## src/rtl/pool_sel_pkg.sv

```systemverilog
package pool_sel_pkg;
  // Strobes from the control path to the datapath for one cycle.
  typedef struct packed {
    logic evalValid;  // an interrupt is evaluated this cycle
    logic useRetry;   // evaluated interrupt comes from the queue head
    logic push;       // write the evaluated interrupt to the queue tail
    logic pop;        // drop the queue head
  } selStrobe_t;
endpackage

```

## src/rtl/pool_sel_dp.sv

```systemverilog
module pool_sel_dp
  import pool_sel_pkg::*;
#(
  parameter int NUM_CORES  = 64,
  parameter int PRIO_W     = 6,
  parameter int FIFO_DEPTH = 8,
  localparam int IDX_W = $clog2(NUM_CORES),
  localparam int PTR_W = (FIFO_DEPTH > 1) ? $clog2(FIFO_DEPTH) : 1,
  localparam int ENT_W = PRIO_W + NUM_CORES
) (
  input  logic                        clk,
  input  logic                        rst_n,
  input  selStrobe_t                  strobe,
  input  logic [PRIO_W-1:0]           reqPrio,
  input  logic [NUM_CORES-1:0]        reqPool,
  input  logic [NUM_CORES-1:0]        coreReady,
  input  logic [NUM_CORES*PRIO_W-1:0] corePrio,
  output logic                        anyHit,
  output logic                        pickValid,
  output logic [IDX_W-1:0]            pickCore,
  output logic                        missPulse
);

  logic [ENT_W-1:0]     queueMem [FIFO_DEPTH];
  logic [PTR_W-1:0]     rdPtr, wrPtr;
  logic [PRIO_W-1:0]    curPrio;
  logic [NUM_CORES-1:0] curPool;
  logic [NUM_CORES-1:0] eligVec;
  logic [PRIO_W-1:0]    corePrioArr [NUM_CORES];
  logic [IDX_W-1:0]     bestIdx;
  logic [PRIO_W-1:0]    bestPrio;
  logic                 found;

  // Pick the interrupt under evaluation: queue head or new request.
  always_comb begin
    if (strobe.useRetry) begin
      {curPrio, curPool} = queueMem[rdPtr];
    end else begin
      curPrio = reqPrio;
      curPool = reqPool;
    end
  end

  // Per-core eligibility.
  for (genvar i = 0; i < NUM_CORES; i++) begin : g_elig
    assign corePrioArr[i] = corePrio[i*PRIO_W +: PRIO_W];
    assign eligVec[i] = curPool[i] && coreReady[i] && (corePrioArr[i] < curPrio);
  end

  // Minimum running priority, lowest index on ties (strict compare).
  always_comb begin
    found    = 1'b0;
    bestIdx  = '0;
    bestPrio = '1;
    for (int i = 0; i < NUM_CORES; i++) begin
      if (eligVec[i] && (!found || corePrioArr[i] < bestPrio)) begin
        found    = 1'b1;
        bestIdx  = IDX_W'(i);
        bestPrio = corePrioArr[i];
      end
    end
  end

  assign anyHit = found;

  // Registered result.
  always_ff @(posedge clk or negedge rst_n) begin
    if (!rst_n) begin
      pickValid <= 1'b0;
      pickCore  <= '0;
      missPulse <= 1'b0;
    end else begin
      pickValid <= strobe.evalValid && found;
      missPulse <= strobe.push;
      if (strobe.evalValid && found) pickCore <= bestIdx;
    end
  end

  // Requeue storage and pointers.
  always_ff @(posedge clk or negedge rst_n) begin
    if (!rst_n) begin
      rdPtr <= '0;
      wrPtr <= '0;
    end else begin
      if (strobe.pop)
        rdPtr <= (rdPtr == PTR_W'(FIFO_DEPTH - 1)) ? '0 : rdPtr + 1'b1;
      if (strobe.push)
        wrPtr <= (wrPtr == PTR_W'(FIFO_DEPTH - 1)) ? '0 : wrPtr + 1'b1;
    end
  end

  always_ff @(posedge clk) begin
    if (strobe.push) queueMem[wrPtr] <= {curPrio, curPool};
  end

  // every evaluation yields exactly one of pick or miss next cycle.
  assert_one_result_R4: assert property (@(posedge clk) disable iff (!rst_n)
    strobe.evalValid |=> (pickValid ^ missPulse));

  // no result strobes after an idle cycle.
  assert_idle_quiet_R4: assert property (@(posedge clk) disable iff (!rst_n)
    !strobe.evalValid |=> (!pickValid && !missPulse));

  // the reported core was eligible when evaluated.
  assert_pick_eligible_R1: assert property (@(posedge clk) disable iff (!rst_n)
    pickValid |-> ((($past(eligVec)) >> pickCore) & NUM_CORES'(1)) != '0);

endmodule

```

## src/rtl/pool_sel_ctrl.sv

```systemverilog
module pool_sel_ctrl
  import pool_sel_pkg::*;
#(
  parameter int FIFO_DEPTH = 8,
  parameter int RETRY_GAP  = 4,
  localparam int CNT_W = $clog2(FIFO_DEPTH + 1),
  localparam int GAP_W = $clog2(RETRY_GAP + 1)
) (
  input  logic       clk,
  input  logic       rst_n,
  input  logic       reqValid,
  input  logic       anyHit,
  output logic       reqReady,
  output selStrobe_t strobe
);

  logic [CNT_W-1:0] count;
  logic [GAP_W-1:0] gapCnt;
  logic             retryDue;
  logic             queueFull;

  assign queueFull = (count == CNT_W'(FIFO_DEPTH));
  assign retryDue  = (count != '0) && (gapCnt == '0);
  assign reqReady  = rst_n && !queueFull && !retryDue;

  always_comb begin
    strobe.useRetry  = retryDue;
    strobe.evalValid = retryDue || (reqValid && reqReady);
    strobe.push      = strobe.evalValid && !anyHit;
    strobe.pop       = retryDue;
  end

  always_ff @(posedge clk or negedge rst_n) begin
    if (!rst_n) begin
      count  <= '0;
      gapCnt <= '0;
    end else begin
      case ({strobe.push, strobe.pop})
        2'b10:   count <= count + 1'b1;
        2'b01:   count <= count - 1'b1;
        default: count <= count;
      endcase
      if (strobe.push)
        gapCnt <= GAP_W'(RETRY_GAP);
      else if (gapCnt != '0)
        gapCnt <= gapCnt - 1'b1;
    end
  end

  // a net push never happens with a full queue.
  assert_no_overflow_R7: assert property (@(posedge clk) disable iff (!rst_n)
    (strobe.push && !strobe.pop) |-> (count < CNT_W'(FIFO_DEPTH)));

  // a miss is never followed directly by a retry.
  assert_holdoff_R6: assert property (@(posedge clk) disable iff (!rst_n)
    strobe.push |=> !strobe.useRetry);

endmodule

```

## src/rtl/core_pool_selector.sv

```systemverilog
module core_pool_selector
  import pool_sel_pkg::*;
#(
  parameter int NUM_CORES  = 64,
  parameter int PRIO_W     = 6,
  parameter int FIFO_DEPTH = 8,
  parameter int RETRY_GAP  = 4,
  localparam int IDX_W = $clog2(NUM_CORES)
) (
  input  logic                        clk,
  input  logic                        rst_n,
  input  logic                        reqValid,
  output logic                        reqReady,
  input  logic [PRIO_W-1:0]           reqPrio,
  input  logic [NUM_CORES-1:0]        reqPool,
  input  logic [NUM_CORES-1:0]        coreReady,
  input  logic [NUM_CORES*PRIO_W-1:0] corePrio,
  output logic                        pickValid,
  output logic [IDX_W-1:0]            pickCore,
  output logic                        missPulse
);

  selStrobe_t strobe;
  logic       anyHit;

  pool_sel_ctrl #(
    .FIFO_DEPTH(FIFO_DEPTH),
    .RETRY_GAP (RETRY_GAP)
  ) i_ctrl (
    .clk     (clk),
    .rst_n   (rst_n),
    .reqValid(reqValid),
    .anyHit  (anyHit),
    .reqReady(reqReady),
    .strobe  (strobe)
  );

  pool_sel_dp #(
    .NUM_CORES (NUM_CORES),
    .PRIO_W    (PRIO_W),
    .FIFO_DEPTH(FIFO_DEPTH)
  ) i_dp (
    .clk      (clk),
    .rst_n    (rst_n),
    .strobe   (strobe),
    .reqPrio  (reqPrio),
    .reqPool  (reqPool),
    .coreReady(coreReady),
    .corePrio (corePrio),
    .anyHit   (anyHit),
    .pickValid(pickValid),
    .pickCore (pickCore),
    .missPulse(missPulse)
  );

endmodule

```

## config.mk

```make
export PLATFORM = sky130hd
export DESIGN_NAME = core_pool_selector
export DESIGN_NICKNAME = d
export VERILOG_FILES = /design/src/rtl/pool_sel_pkg.sv /design/src/rtl/pool_sel_dp.sv /design/src/rtl/pool_sel_ctrl.sv /design/src/rtl/core_pool_selector.sv
export SDC_FILE = /design/constraint.sdc
export NUM_CORES = 2
export LEC_CHECK = 0
export ABC_AREA = 1
export ABC_CLOCK_PERIOD_IN_PS = 115000
export BUFFER_PORTS_ARGS = -buffer_cell sky130_fd_sc_hd__buf_4
export CELL_PAD_IN_SITES_DETAIL_PLACEMENT = 0
export CELL_PAD_IN_SITES_GLOBAL_PLACEMENT = 1
export CORE_ASPECT_RATIO = 1.75
export CORE_MARGIN = 3
export CORE_UTILIZATION = 45
export DETAILED_ROUTE_END_ITERATION = 8
export PLACE_DENSITY = 0.93
export SYNTH_ARGS = -nofsm -noshare
export SYNTH_HDL_FRONTEND = slang
export SYNTH_SLANG_ARGS = --single-unit
```

## constraint.sdc

```tcl
create_clock -name clk -period 115 [get_ports clk]
set_input_delay 28.75 -clock clk [delete_from_list [all_inputs] [get_ports clk]]
set_output_delay 28.75 -clock clk [all_outputs]
set_load 0.03 [all_outputs]
```

==> out/results.ini <==
[outcome]
status=complete, no violations

[clock_network]
cts_tree=built
cts_max_path_buffers=3
cts_buffers=49
htreeDepth=2
clkSinkCount=581
clock-root-buffer=clkbuf_16
hold_buffers=0
clkLatencyLatePin_ns=0.60
clk_pin_slew_ns=0.06

[die]
start_util_pct=45.5
rows=155
die-area_um2=107000
fp.dieW_um=249
core-area_um2=102000
die_h_um=431
ios=530

[layout]
multiInputGateArea_um2=26300
fill_cells=9731
syn_to_final_growth_pct=14.6
fin_util_pct=52.1
ff_latch_area_um2=17400
drive_above_1_share_pct=16.9
finalNonFillerCells=7647
final_net_count=7282

[logic_synthesis]
ys.flop_type=edfxtp_1
synth_largest_area_cell=edfxtp_1
synthCells=5796
syn_nets=6840
synth_edf_count=560
ys_seq_area_share_pct=37.3
synthDistinctLibCells=51
ys_async_sr_fraction_pct=3.61
avgSynthCellArea_um2=8.02
netlist_area_um2=46500
yosys_warnings=0
synth-seq-cells=581
synth_top_area_share_pct=36.2
synth_area_leaders=edfxtp_1 (36%), ha_1 (14%), nand2_1 (11%)

[critical_path]
rr_startpoint=i_dp.rdPtr[1]
crit_path_frequent_cell=nand2_1
critPathLaunch=reqPrio[4]
startpoint_type=input pin
endpoint_kind=flop
cp.required_ns=115.52
cp_slowest_cell=o21ai_0
crit_arrival_ns=107.03
r2r_setup_slack_ns=34.31
slowest_delay_ns=0.40
crit_type=in2reg
r2r_cells=540
crit_fanout=24

[routing]
firstDrtPassIters=8
via_per_inst=5.69
drc_errors=0
drt-total-wl_mm=160
routed-via-count=43500
routedWlPerCell_um=20.9
drt_iter0_markers=3100
antenna_left=0

[global_routing]
grt_pass1_vias=42600
grt_usage_pct=28.6
grt_pass1_wl_mm=240
overflow=0
grt_max_degree=182
antenna_found_initial=45

[timing]
setup-violations-final=0
slew_viol_final=0
skew_ns=0.0386
slew_headroom_pct=28.4
final_hold_viol_count=0
worst_slew_pin_slew_ns=1.06
setup_slack_ns=8.48
max_freq_mhz=9.39
fin_crit_sh_pct=92.6
min_period_ns=106.52

[worst_hold_path]
whs_path_depth=2
min_path_type=reg2reg
min_from=i_ctrl.count[2]

[placed_design]
gp_congestion=0.994
dpl.cell_count=7519
place_ws_ns=-1.03
io_buffers=529
dp_hpwl_mm=121

[run]
max-cap-violations=0

-- through the flow --
| stage | cell area [um^2] | hold slack [ns] | TNS [ns] |
|---|---|---|---|
| 6_report | 53300 | 0.519 | 0 |
| 5_1_grt | 53300 | 0.560 | -0.0860 |
| 4_1_cts | 53000 | 0.523 | 0 |
| 3_5_place_dp | 51300 | 0.508 | -6.08 |
| 3_3_place_gp | 51300 | 0.508 | -0.541 |
| 2_1_floorplan | 46500 | 0.478 | 0 |
-- cells in the mapped netlist, drive strengths merged (13+ instances only) --
library cell and number:
inv 482, edfxtp 560, nor2 590, o22ai 20, a21boi 13, or2 62
nor3 62, nand4 44, a21oi 234, o21bai 62, clkbuf 116, o21ai 598
dfrtp 21, nand2 1573, nand3 515, nand3b 59, buf 73, o211ai 23
ha 522, a211oi 28, o221ai 117
-- cell families after synthesis --
family / after synthesis / share of synthesized area [%]
AND/OR/NAND/NOR: 2916 / 28.2
AO/OA/AOI/OAI: 1100 / 13.7
buffers and inverters: 672 / 6.65
flip-flops: 581 / 37.3
adder cells (fa/ha/maj): 523 / 14.1
XOR/XNOR: 4 / 0.0754
-- placed cells by master (no fill, tap or decap), types with 112 or more instances in the layout --
| cell type | count |
|---|---|
| a21oi_1 | 229 |
| buf_4 | 580 |
| edfxtp_1 | 560 |
| ha_1 | 522 |
| inv_1 | 466 |
| nand2_1 | 1335 |
| nand2_2 | 189 |
| nand3_1 | 500 |
| nor2_1 | 581 |
| o21ai_0 | 434 |
| o21ai_1 | 112 |
| o221ai_1 | 117 |
-- per-layer routing --
layer,global-route usage (%),vias to the layer above,share of wire (%)
li1,-,21000,-
met1,31.3,20300,37
met2,52.1,1699,50
met3,5.04,462,7.1
met4,16.0,16,5.9
met5,0,-,0.079
-- what timing repair did --
item | CTS | global route
pin swaps | 0 | 2
endpoints found under the setup margin | 6 | 6
buffers inserted | 0 | 2
gates resized for setup | 7 | 202
hold endpoints to repair | 0 | 0
-- worst max-delay path, delay by kind of cell --
kind | cells | cell delay [ns]
AND/OR/NAND/NOR | 352 | 37.67
adder cells (fa/ha/maj) | 64 | 18.67
buffers and inverters | 5 | 0.44
AO/OA/AOI/OAI | 117 | 21.18
-- state kept, by name (all words and copies together), names as in the netlist --
register	cells
i_dp.pickValid	1
i_dp.pickCore	6
i_ctrl.count	4
i_dp.queueMem	560
i_dp.missPulse	1
i_ctrl.gapCnt	3
i_dp.rdPtr	3
i_dp.wrPtr	3
-- cell type report --
class                           instances  share of cell area, %
Clock buffer                           61                   2.43
Sequential cell                       581                   32.6
Inverter                              482                   3.46
Tap cell                             1334                   3.13
Timing Repair Buffer                  581                   8.21
Antenna cell                           36                  0.169
Clock inverter                         29                  0.657
Multi-Input combinational cell       4543                   49.4
-- path summary, 6_finish.rpt --
| kind | endpoint |
|---|---|
| hold reg to reg | i_ctrl.count[2] |
| min in group asynchronous | i_dp.rdPtr[1] |
| hold / removal | i_ctrl.count[2] |
| max in group asynchronous | i_dp.rdPtr[0] |
| setup reg to reg | i_dp.pickCore[4] |
| setup / recovery | i_dp.pickCore[4] |
Power is not shown: default switching activity piles up to over one toggle a cycle in this logic, so the estimate is an artifact.
